### src/rtl/tag_scan_pkg.sv
package tag_scan_pkg;

  typedef enum logic [1:0] {
    RES_OK  = 2'b00,
    RES_ERR = 2'b01,
    RES_TMO = 2'b10
  } res_code_t;

  typedef enum logic [1:0] {
    MD_WRITE = 2'b00,
    MD_SREAD = 2'b01,
    MD_BREAD = 2'b10,
    MD_RSVD  = 2'b11
  } scan_mode_t;

  localparam logic [3:0] RESP_NIB    = 4'hC;
  localparam logic [3:0] DATA_NIB    = 4'hF;
  localparam logic [3:0] TYPE_FINAL  = 4'h3;
  localparam logic [7:0] STATUS_GOOD = 8'h00;

  // Byte opens an acknowledgement (upper nibble carries the response tag)
  function automatic logic is_resp_start(input logic [7:0] b);
    return b[7:4] == RESP_NIB;
  endfunction

  // Byte opens a data phase in read modes
  function automatic logic is_data_start(input logic [7:0] b);
    return b[7:4] == DATA_NIB;
  endfunction

  // Acknowledgement header plus status byte describe a clean final packet
  function automatic logic resp_good(input logic [7:0] hdr,
                                     input logic [7:0] status);
    return (hdr[3:0] == TYPE_FINAL) && (status == STATUS_GOOD);
  endfunction

endpackage

### src/rtl/tag_scan_window.sv
module tag_scan_window #(
  parameter int WIN_BYTES = 4
) (
  input  logic                   clk,
  input  logic                   rst_n,
  input  logic                   clear,
  input  logic                   push,
  input  logic [7:0]             byte_in,
  output logic [WIN_BYTES*8-1:0] win,
  output logic                   full_evt
);
  localparam int CW = (WIN_BYTES > 2) ? $clog2(WIN_BYTES) : 1;
  localparam logic [CW-1:0] LAST_IDX = CW'(WIN_BYTES - 1);

  logic [CW-1:0] cnt_q;
  logic [7:0]    held_q [WIN_BYTES-1];

  assign full_evt = push && (cnt_q == LAST_IDX);

  always_ff @(posedge clk or negedge rst_n) begin
    if (!rst_n) begin
      cnt_q <= '0;
    end else if (clear || full_evt) begin
      cnt_q <= '0;
    end else if (push) begin
      cnt_q <= cnt_q + 1'b1;
    end
  end

  for (genvar g = 0; g < WIN_BYTES - 1; g++) begin : g_hold
    always_ff @(posedge clk or negedge rst_n) begin
      if (!rst_n) begin
        held_q[g] <= '0;
      end else if (push && (cnt_q == CW'(g))) begin
        held_q[g] <= byte_in;
      end
    end
    assign win[g*8 +: 8] = held_q[g];
  end

  // The last slot is the byte being accepted now
  assign win[(WIN_BYTES-1)*8 +: 8] = byte_in;

endmodule

### src/rtl/tag_scan_judge.sv
module tag_scan_judge
  import tag_scan_pkg::*;
#(
  parameter int WIN_BYTES = 4
) (
  input  logic [WIN_BYTES*8-1:0] win,
  output logic                   found,
  output logic                   good
);
  localparam int NPOS = WIN_BYTES - 1;

  logic [NPOS-1:0] hit;

  for (genvar g = 0; g < NPOS; g++) begin : g_hit
    assign hit[g] = is_resp_start(win[g*8 +: 8]);
  end

  // Later positions overwrite earlier ones: the highest hit wins
  always_comb begin
    found = 1'b0;
    good  = 1'b0;
    for (int p = 0; p < NPOS; p++) begin
      if (hit[p]) begin
        found = 1'b1;
        good  = resp_good(win[p*8 +: 8], win[(p+1)*8 +: 8]);
      end
    end
  end

endmodule

### src/rtl/tag_scan_skip.sv
module tag_scan_skip
  import tag_scan_pkg::*;
#(
  parameter int CNT_W = 7
) (
  input  logic             clk,
  input  logic             rst_n,
  input  logic             clear,
  input  logic             push,
  input  logic [7:0]       byte_in,
  input  logic [CNT_W-1:0] limit,
  output logic             tag_evt,
  output logic             tmo_evt,
  output logic [CNT_W-1:0] fill_cnt
);
  logic is_tag;

  assign is_tag  = is_data_start(byte_in);
  assign tag_evt = push && is_tag;
  assign tmo_evt = push && !is_tag && (fill_cnt == limit);

  always_ff @(posedge clk or negedge rst_n) begin
    if (!rst_n) begin
      fill_cnt <= '0;
    end else if (clear) begin
      fill_cnt <= '0;
    end else if (push && !is_tag && !tmo_evt) begin
      fill_cnt <= fill_cnt + 1'b1;
    end
  end

endmodule

### src/rtl/tag_scan.sv
module tag_scan
  import tag_scan_pkg::*;
#(
  parameter int WIN_BYTES    = 4,
  parameter int SGL_FILL_MAX = 8,
  parameter int BLK_POLL_MAX = 100
) (
  input  logic       clk,
  input  logic       rst_n,
  input  logic       start_i,
  input  logic [1:0] mode_i,
  input  logic       byte_vld_i,
  input  logic [7:0] byte_i,
  output logic       done_o,
  output logic [1:0] code_o
);
  localparam int BLK_FILL_MAX = BLK_POLL_MAX - 1;
  localparam int LIM_MAX = (SGL_FILL_MAX > BLK_FILL_MAX) ? SGL_FILL_MAX : BLK_FILL_MAX;
  localparam int CNT_W   = $clog2(LIM_MAX + 1);

  typedef enum logic [1:0] {ST_IDLE, ST_WIN, ST_SKIP, ST_BAD} st_t;

  function automatic logic [CNT_W-1:0] fill_limit(input scan_mode_t m);
    return (m == MD_SREAD) ? CNT_W'(SGL_FILL_MAX) : CNT_W'(BLK_FILL_MAX);
  endfunction

  st_t                   st_q;
  scan_mode_t            mode_q;
  logic [CNT_W-1:0]      lim_q;
  logic                  done_q;
  res_code_t             code_q;

  // Named internal events (also observed by the checker)
  logic                  scan_active;
  logic                  win_push, skip_push;
  logic                  win_full;
  logic [WIN_BYTES*8-1:0] win;
  logic                  resp_found, resp_ok;
  logic                  tag_evt, tmo_evt;
  logic [CNT_W-1:0]      fill_cnt;

  assign scan_active = (st_q != ST_IDLE);
  assign win_push    = (st_q == ST_WIN)  && byte_vld_i;
  assign skip_push   = (st_q == ST_SKIP) && byte_vld_i;

  tag_scan_window #(.WIN_BYTES(WIN_BYTES)) u_window (
    .clk      (clk),
    .rst_n    (rst_n),
    .clear    (!scan_active),
    .push     (win_push),
    .byte_in  (byte_i),
    .win      (win),
    .full_evt (win_full)
  );

  tag_scan_judge #(.WIN_BYTES(WIN_BYTES)) u_judge (
    .win   (win),
    .found (resp_found),
    .good  (resp_ok)
  );

  tag_scan_skip #(.CNT_W(CNT_W)) u_skip (
    .clk      (clk),
    .rst_n    (rst_n),
    .clear    (!scan_active),
    .push     (skip_push),
    .byte_in  (byte_i),
    .limit    (lim_q),
    .tag_evt  (tag_evt),
    .tmo_evt  (tmo_evt),
    .fill_cnt (fill_cnt)
  );

  always_ff @(posedge clk or negedge rst_n) begin
    if (!rst_n) begin
      st_q   <= ST_IDLE;
      mode_q <= MD_WRITE;
      lim_q  <= '0;
      done_q <= 1'b0;
      code_q <= RES_OK;
    end else begin
      done_q <= 1'b0;
      unique case (st_q)
        ST_IDLE: begin
          if (start_i) begin
            mode_q <= scan_mode_t'(mode_i);
            lim_q  <= fill_limit(scan_mode_t'(mode_i));
            unique case (scan_mode_t'(mode_i))
              MD_WRITE: st_q <= ST_WIN;
              MD_RSVD:  st_q <= ST_BAD;
              default:  st_q <= ST_SKIP;
            endcase
          end
        end
        ST_WIN: begin
          if (win_full) begin
            done_q <= 1'b1;
            code_q <= (resp_found && resp_ok) ? RES_OK : RES_ERR;
            st_q   <= ST_IDLE;
          end
        end
        ST_SKIP: begin
          if (tag_evt) begin
            done_q <= 1'b1;
            code_q <= RES_OK;
            st_q   <= ST_IDLE;
          end else if (tmo_evt) begin
            done_q <= 1'b1;
            code_q <= RES_TMO;
            st_q   <= ST_IDLE;
          end
        end
        ST_BAD: begin
          done_q <= 1'b1;
          code_q <= RES_ERR;
          st_q   <= ST_IDLE;
        end
        default: st_q <= ST_IDLE;
      endcase
    end
  end

  assign done_o = done_q;
  assign code_o = code_q;

endmodule

### config.mk
export PLATFORM = sky130hd
export DESIGN_NAME = tag_scan
export DESIGN_NICKNAME = d
export VERILOG_FILES = /design/src/rtl/tag_scan_pkg.sv /design/src/rtl/tag_scan_window.sv /design/src/rtl/tag_scan_judge.sv /design/src/rtl/tag_scan_skip.sv /design/src/rtl/tag_scan.sv
export SDC_FILE = /design/constraint.sdc
export NUM_CORES = 1
export LEC_CHECK = 0
export ABC_CLOCK_PERIOD_IN_PS = 1700
export BUFFER_PORTS_ARGS = -buffer_cell sky130_fd_sc_hd__clkbuf_2
export CORE_MARGIN = 4
export CORE_UTILIZATION = 45
export CTS_CLUSTER_SIZE = 24
export DETAILED_ROUTE_END_ITERATION = 8
export PLACE_DENSITY = 0.67
export SYNTH_ARGS = -nofsm -noshare
export SYNTH_HDL_FRONTEND = slang
export SYNTH_SLANG_ARGS = --single-unit
export TNS_END_PERCENT = 50
### constraint.sdc
create_clock -name clk -period 1.7 [get_ports clk]
set_input_delay 0.34 -clock clk [delete_from_list [all_inputs] [get_ports clk]]
set_output_delay 0.34 -clock clk [all_outputs]
set_load 0.02 [all_outputs]
==> results of run 1 <==
worst reg2reg max path, delay by kind of cell (launching register included):
family          cells  cell delay (ns)
simple gates        1             0.54
compound gates      2             0.44
flops               1             0.38
mux                 1             0.24
metrics by stage:
step	setup TNS, ns	hold WS [ns]
after floorplan	0	0.04441
after global placement	0	0.4183
after detailed placement	-0.006329	0.4278
after CTS	0	0.1130
after global routing	-0.6972	0.1378
final	0	0.09462
power breakdown:
part           total (mW)  switching [mW]  internal (mW)  leakage [nW]
Sequential           1.47           0.201           1.26         0.530
Combinational        1.12           0.568          0.556         0.506
Clock               0.647           0.316          0.331        0.0455
Total                3.24            1.09           2.15          1.08
what timing repair did:
action	in CTS	in global routing
cloned	0	0
pin swaps	1	1
endpoints found under the setup margin	2	19
gates resized for setup	0	2
layer usage:
metal	vias to the layer above	track usage	wire, um
met1	680	0.2217	1941
met3	7	0.04054	149
met4	0	0.05634	70
li1	664	-	-
met5	-	0	0
met2	26	0.2618	1872
cells in the final DEF, fill, tap and decap left out, types with 2 or more instances in the layout:
master	synthesis	final
dfrtp_1	40	40
mux2_2	18	18
clkbuf_2	0	16
nand2_1	13	13
nor2_1	9	9
buf_4	0	9
inv_1	8	8
mux2_1	7	7
ha_1	7	7
nand3_1	6	6
nor4_1	6	6
clkbuf_8	0	6
o21ai_0	5	5
or4_1	3	3
and4_1	3	3
xnor2_1	3	3
nor4b_1	3	3
nor4bb_1	3	3
nand3b_1	2	2
xor2_1	2	2
a22oi_1	2	2
nor3_1	2	2
nand4_1	2	2
o21ai_1	2	2
a21oi_1	2	2
mux2i_1	2	2
clkbuf_1	2	2
flip-flops by register name (all words and copies together) (netlist names):
register         cells
u_window.win        24
u_skip.fill_cnt      7
code_o               2
lim_q                2
st_q                 2
u_window.cnt_q       2
done_o               1
how the worst min path moves through the flow:
stage,from,endpoint,slack [ns],depth (start not counted)
2_1_floorplan,rst_n,code_o[0]$_DFFE_PN0P_,0.04,0
3_3_place_gp,rst_n,u_window.cnt_q[1]$_DFFE_PN0P_,0.42,2
3_5_place_dp,rst_n,u_window.cnt_q[0]$_DFFE_PN0P_,0.43,2
4_1_cts,rst_n,st_q[1]$_DFFE_PN0P_,0.11,2
5_1_grt,rst_n,u_window.cnt_q[0]$_DFFE_PN0P_,0.14,2
6_report,rst_n,u_window.cnt_q[1]$_DFFE_PN0P_,0.09,2
cell type report:
cell class | instances | area, sq um
multi-input combinational | 115 | 939.7
tap | 50 | 62.56
clock buffer | 8 | 90.09
timing repair buffer | 25 | 147.6
inverter | 8 | 30.03
fill | 374 | 1844
sequential | 40 | 1001
kinds of logic after synthesis:
kind of cell	Yosys count	synth area share
XOR/XNOR	5	0.02227
flip-flops	40	0.5089
buffers and inverters	11	0.02163
adder cells (fa/ha/maj)	7	0.04453
multiplexers	27	0.1533
AND/OR/NAND/NOR	56	0.1686
AO/OA/AOI/OAI	20	0.08079
==> results.toml, run 1 <==
[status]
status = "finished clean"

[worst_setup_path]
critPathLaunch = "u_skip.fill_cnt[0]$_DFFE_PN0P_"
worst_path_largest_cell_delay_ns = 0.54
arrival_ns = 1.89
critical_path.slowest_cell = "or4_1"
cp-endpoint = "u_skip.fill_cnt[0]$_DFFE_PN0P_"
critPathCaptureType = "flip-flop"
critPathKind = "reg2reg"
crit_family = "simple AND/OR/NAND/NOR gates"
cp-start-kind = "flip-flop"
timing.reg2reg.setup_slack_ns = 0.02
crit_required_ns = 1.91
cp_num_cells = 4
crit_fanout = 5
crit_buf_inv = 0
r2r-end = "u_skip.fill_cnt[0]$_DFFE_PN0P_"
worstPathCellList = "or4_1 -> o22a_4 -> o211ai_4 -> mux2i_1"
reg2reg_from = "u_skip.fill_cnt[0]$_DFFE_PN0P_"
reg2reg_depth = 4

[place]
portBuffers = 16
placedInstanceArea_sq_um = 2165
gp_congestion = 0.8016
pre_cts_ws_ns = -0.003963
placed_cells = 238
post-dp-hpwl_um = 2991

[grt]
grt_overflow_total = 0
grt_start_max_net_pins = 41
grt_pass1_vias = 1483
grt_util_all_layers = 0.1651
antenna_found_initial = 0
grt_pass1_wl_um = 6906

[logic_synthesis]
syn-cell-area_sq_um = 1967
yosysTopAreaCell = "dfrtp_1"
yosysTopAreaCellShare = 0.5089
synth_edf_count = 0
synthTopCellsByCount = "dfrtp_1 (40), mux2_2 (18), nand2_1 (13)"
ys.flop_type = "dfrtp_1"
seq_area_frac_synth = 0.5089
syn_inst = 166
synthArstFlopShare = 1.000
synth_area_leaders = "dfrtp_1 (51%), mux2_2 (10%), ha_1 (4.5%), mux2_1 (4.0%), nand2_1 (2.5%)"
ys_ff_latch = 40
synth_most_common_cell = "dfrtp_1"
yosys_warnings = 0
ys_types = 38
syn-num-nets = 187
syn_area_per_cell_sq_um = 11.85

[timing]
hold_violations = 0
worst_pin_slew_ns = 0.5075
final.min_clock_period_ns = 1.685
setup_viol = 0
rsz0062_at_grt = "true"
layout_setup_ws_ns = 0.01529
fin_crit_sh = 0.9910
max_slew_margin = 0.6616
finClkSkew_ns = 0.007522
drv_slew = 0
max_clock_freq_mhz = 593.6

[clock_network]
clk_pin_slew_worst_paths_ns = 0.07
h-tree-depth = 2
hold_buffers = 0
clock-root-buffer = "clkbuf_8"
clock_sinks = 40
cts_setup_buffers = 0
cts_buffer_depth = 2
clkLatencyLatePin_ns = 0.29
cts_tree = "done"
cts_buffers = 5

[final_layout]
finalInstanceArea_sq_um = 2271
final_cells = 246
diodes = 0
fin_util = 0.5518
syn_to_final_growth_pct = 15.46
nNetsFinal = 216
drive_gt1_frac = 0.2806

[drt]
num_vias = 1377
dr.pass1.iters = 4
wire_per_inst_um = 16.40
drt_wl_total_um = 4034
viasPerCell = 5.598
drc_errors = 0
final_antenna_net_count = 0
first_iter_violations = 77

[power]
ir_drop_uv = 581.3
power.leakage_nw = 1.081
power_mw = 3.237
power.density_nw_per_um2 = 1425

[die]
die_height_um = 74.11
core_area_sq_um = 4115
num_io_pins = 17
die_x_um = 74.11
die-area_sq_um = 5492
fp-row-count = 23
start_util = 0.4780

[min_path]
hold_class = "in2async"

[flow_run]
cap_violations = 0
(Power assumes the default switching activity.)
==> inputs of run 2 (changes only) <==
SYNTH_HIERARCHICAL = 1   (was unset)
==> results.toml, run 2 <==
[logic_synthesis]
yosysTopAreaCellShare = 0.4731
synth_area_leaders = "dfrtp_1 (47%), mux2_2 (13%), ha_1 (4.1%), xor2_1 (2.9%), buf_4 (2.8%)"
ys_ff_latch = 40
ys.flop_type = "dfrtp_1"
syn_area_per_cell_sq_um = 11.25
synth_edf_count = 0
ys_types = 46
yosysTopAreaCell = "dfrtp_1"
synthArstFlopShare = 1.000
yosys_warnings = 6
syn-cell-area_sq_um = 2116
seq_area_frac_synth = 0.4731
synth_most_common_cell = "dfrtp_1"
synthTopCellsByCount = "dfrtp_1 (40), mux2_2 (24), nor2_1 (14)"
syn_inst = 188

[final_layout]
finalInstanceArea_sq_um = 2479
diodes = 0
syn_to_final_growth_pct = 17.15
drive_gt1_frac = 0.3897
final_common_cell = "dfrtp_1"
largest_register_ffs = 24
nNetsFinal = 233
fillCellCount = 390
final_cell_mix = "dfrtp_1 (38), mux2_2 (24), clkbuf_2 (16), nor2_1 (12), inv_1 (10)"

[place]
gp_congestion = 0.8361
portBuffers = 16
placedInstanceArea_sq_um = 2273
pre_cts_ws_ns = -0.002566
post-dp-hpwl_um = 2873

[drt]
viasPerCell = 5.517
first_iter_violations = 92
drt_wl_total_um = 4073
dr.pass1.iters = 4
drc_errors = 0
wire_per_inst_um = 15.37
num_vias = 1462
final_antenna_net_count = 0

[die]
die_x_um = 76.57
fp-row-count = 24
num_io_pins = 17
core_area_sq_um = 4444
start_util = 0.4761
die_height_um = 76.57
die-area_sq_um = 5863

[grt]
grt_pass1_vias = 1460
grt_overflow_total = 0
antenna_found_initial = 0
met3_usage = 0.05437
busiest_layer = "met2"
gr-usage-met1 = 0.1997
grt_util_met2 = 0.2127
grt_start_max_net_pins = 37
grt_util_all_layers = 0.1466
grt_pass1_wl_um = 6858

[clock_network]
clock_sinks = 40
cts_buffers = 5
clkLatencyLatePin_ns = 0.31
clk_pin_slew_worst_paths_ns = 0.09
cts_tree = "done"
clock-root-buffer = "clkbuf_8"
h-tree-depth = 2
cts_buffer_depth = 2

[timing]
layout_setup_ws_ns = 0.06433
drv_slew = 0
setup_viol = 0
fin_crit_sh = 0.9622
hold_violations = 0
finClkSkew_ns = 0.01084
max_clock_freq_mhz = 611.4
final.min_clock_period_ns = 1.636
rsz0062_at_grt = "true"
hold_ws_ns = 0.3063

[min_path]
hold_class = "in2reg"

[power]
power.density_nw_per_um2 = 1417
power.leakage_nw = 1.160
power_mw = 3.513
ir_drop_uv = 564.9

[worst_setup_path]
timing.reg2reg.setup_slack_ns = 0.06
cp-start-kind = "flip-flop"
arrival_ns = 1.82
crit_fanout = 5
critPathCaptureType = "flip-flop"
critPathKind = "reg2reg"
crit_required_ns = 1.88

[flow_run]
cap_violations = 0

[status]
status = "finished clean"
-- run 2: through the flow --
step | setup TNS [ns] | instances | utilization
final | 0 | 265 | 0.5577
after global routing | -0.04856 | 265 | 0.5577
after global placement | 0 | 255 | 0.5115
after floorplan | 0 | 189 | -
after CTS | 0 | 264 | 0.5408
after detailed placement | -0.002566 | 255 | 0.5115
-- run 2: report_power, final --
group	switching (mW)	leakage [nW]	internal [mW]	total, mW
registers	0.250	0.526	1.26	1.51
clock network	0.358	0.0583	0.442	0.800
logic	0.563	0.576	0.637	1.20
total	1.17	1.16	2.34	3.51
-- run 2: path summary, 6_finish.rpt --
| check | startpoint | endpoint | cells past startpoint |
|---|---|---|---|
| max in group asynchronous | rst_n | lim_q[5]$_DFFE_PN0P_ | 3 |
| min | byte_i[0] | u_window/win[8]$_DFFE_PN0P_ | 2 |
| max | lim_q[5]$_DFFE_PN0P_ | code_o[1]$_DFFE_PN0P_ | 8 |
| min in group asynchronous | rst_n | u_skip/fill_cnt[6]$_DFFE_PN0P_ | 2 |
| max reg2reg | lim_q[5]$_DFFE_PN0P_ | code_o[1]$_DFFE_PN0P_ | 8 |
| min reg2reg | u_window/win[7]$_DFFE_PN0P_ | u_window/win[7]$_DFFE_PN0P_ | 1 |
-- run 2: cell families after synthesis --
group                    share of synthesized area
flip-flops                                  0.4731
multiplexers                                0.1496
other                                     0.001772
buffers and inverters                      0.06091
AND/OR/NAND/NOR                             0.1768
AO/OA/AOI/OAI                              0.05914
XOR/XNOR                                   0.03726
adder cells (fa/ha/maj)                    0.04139
-- run 2: routing by layer --
layer  part of all wire  vias to the layer above  wire (um)
met1               0.48                      712       1953
met5                  0                        -          0
met2               0.45                       40       1823
met3              0.058                        9        235
li1                   -                      701          -
met4              0.015                        0         61
-- run 2: cell type report --
type	instances	area (sq um)	share of cell area
timing repair buffer	28	201.4	0.08127
sequential	40	1003	0.4048
clock buffer	5	68.82	0.02776
clock inverter	3	47.55	0.01918
inverter	10	37.54	0.01514
tap	52	65.06	0.02625
multi-input combinational	127	1055	0.4255
-- run 2: critical path: stages, from the launching register on --
cell and delay (ns):
dfrtp_2 0.46, xor2_1 0.18, nor4_2 0.21, buf_4 0.18, nand2_1 0.09, nor2_4 0.15
o21ai_2 0.08, nand3_1 0.11, o41ai_2 0.07
-- run 2: timing repair --
item,CTS,global route
endpoints found under the hold margin,4,0
gates resized for setup,3,13
hold buffers,1,0
buffers inserted,0,1
setup endpoints to repair,2,4
pin swaps,0,6
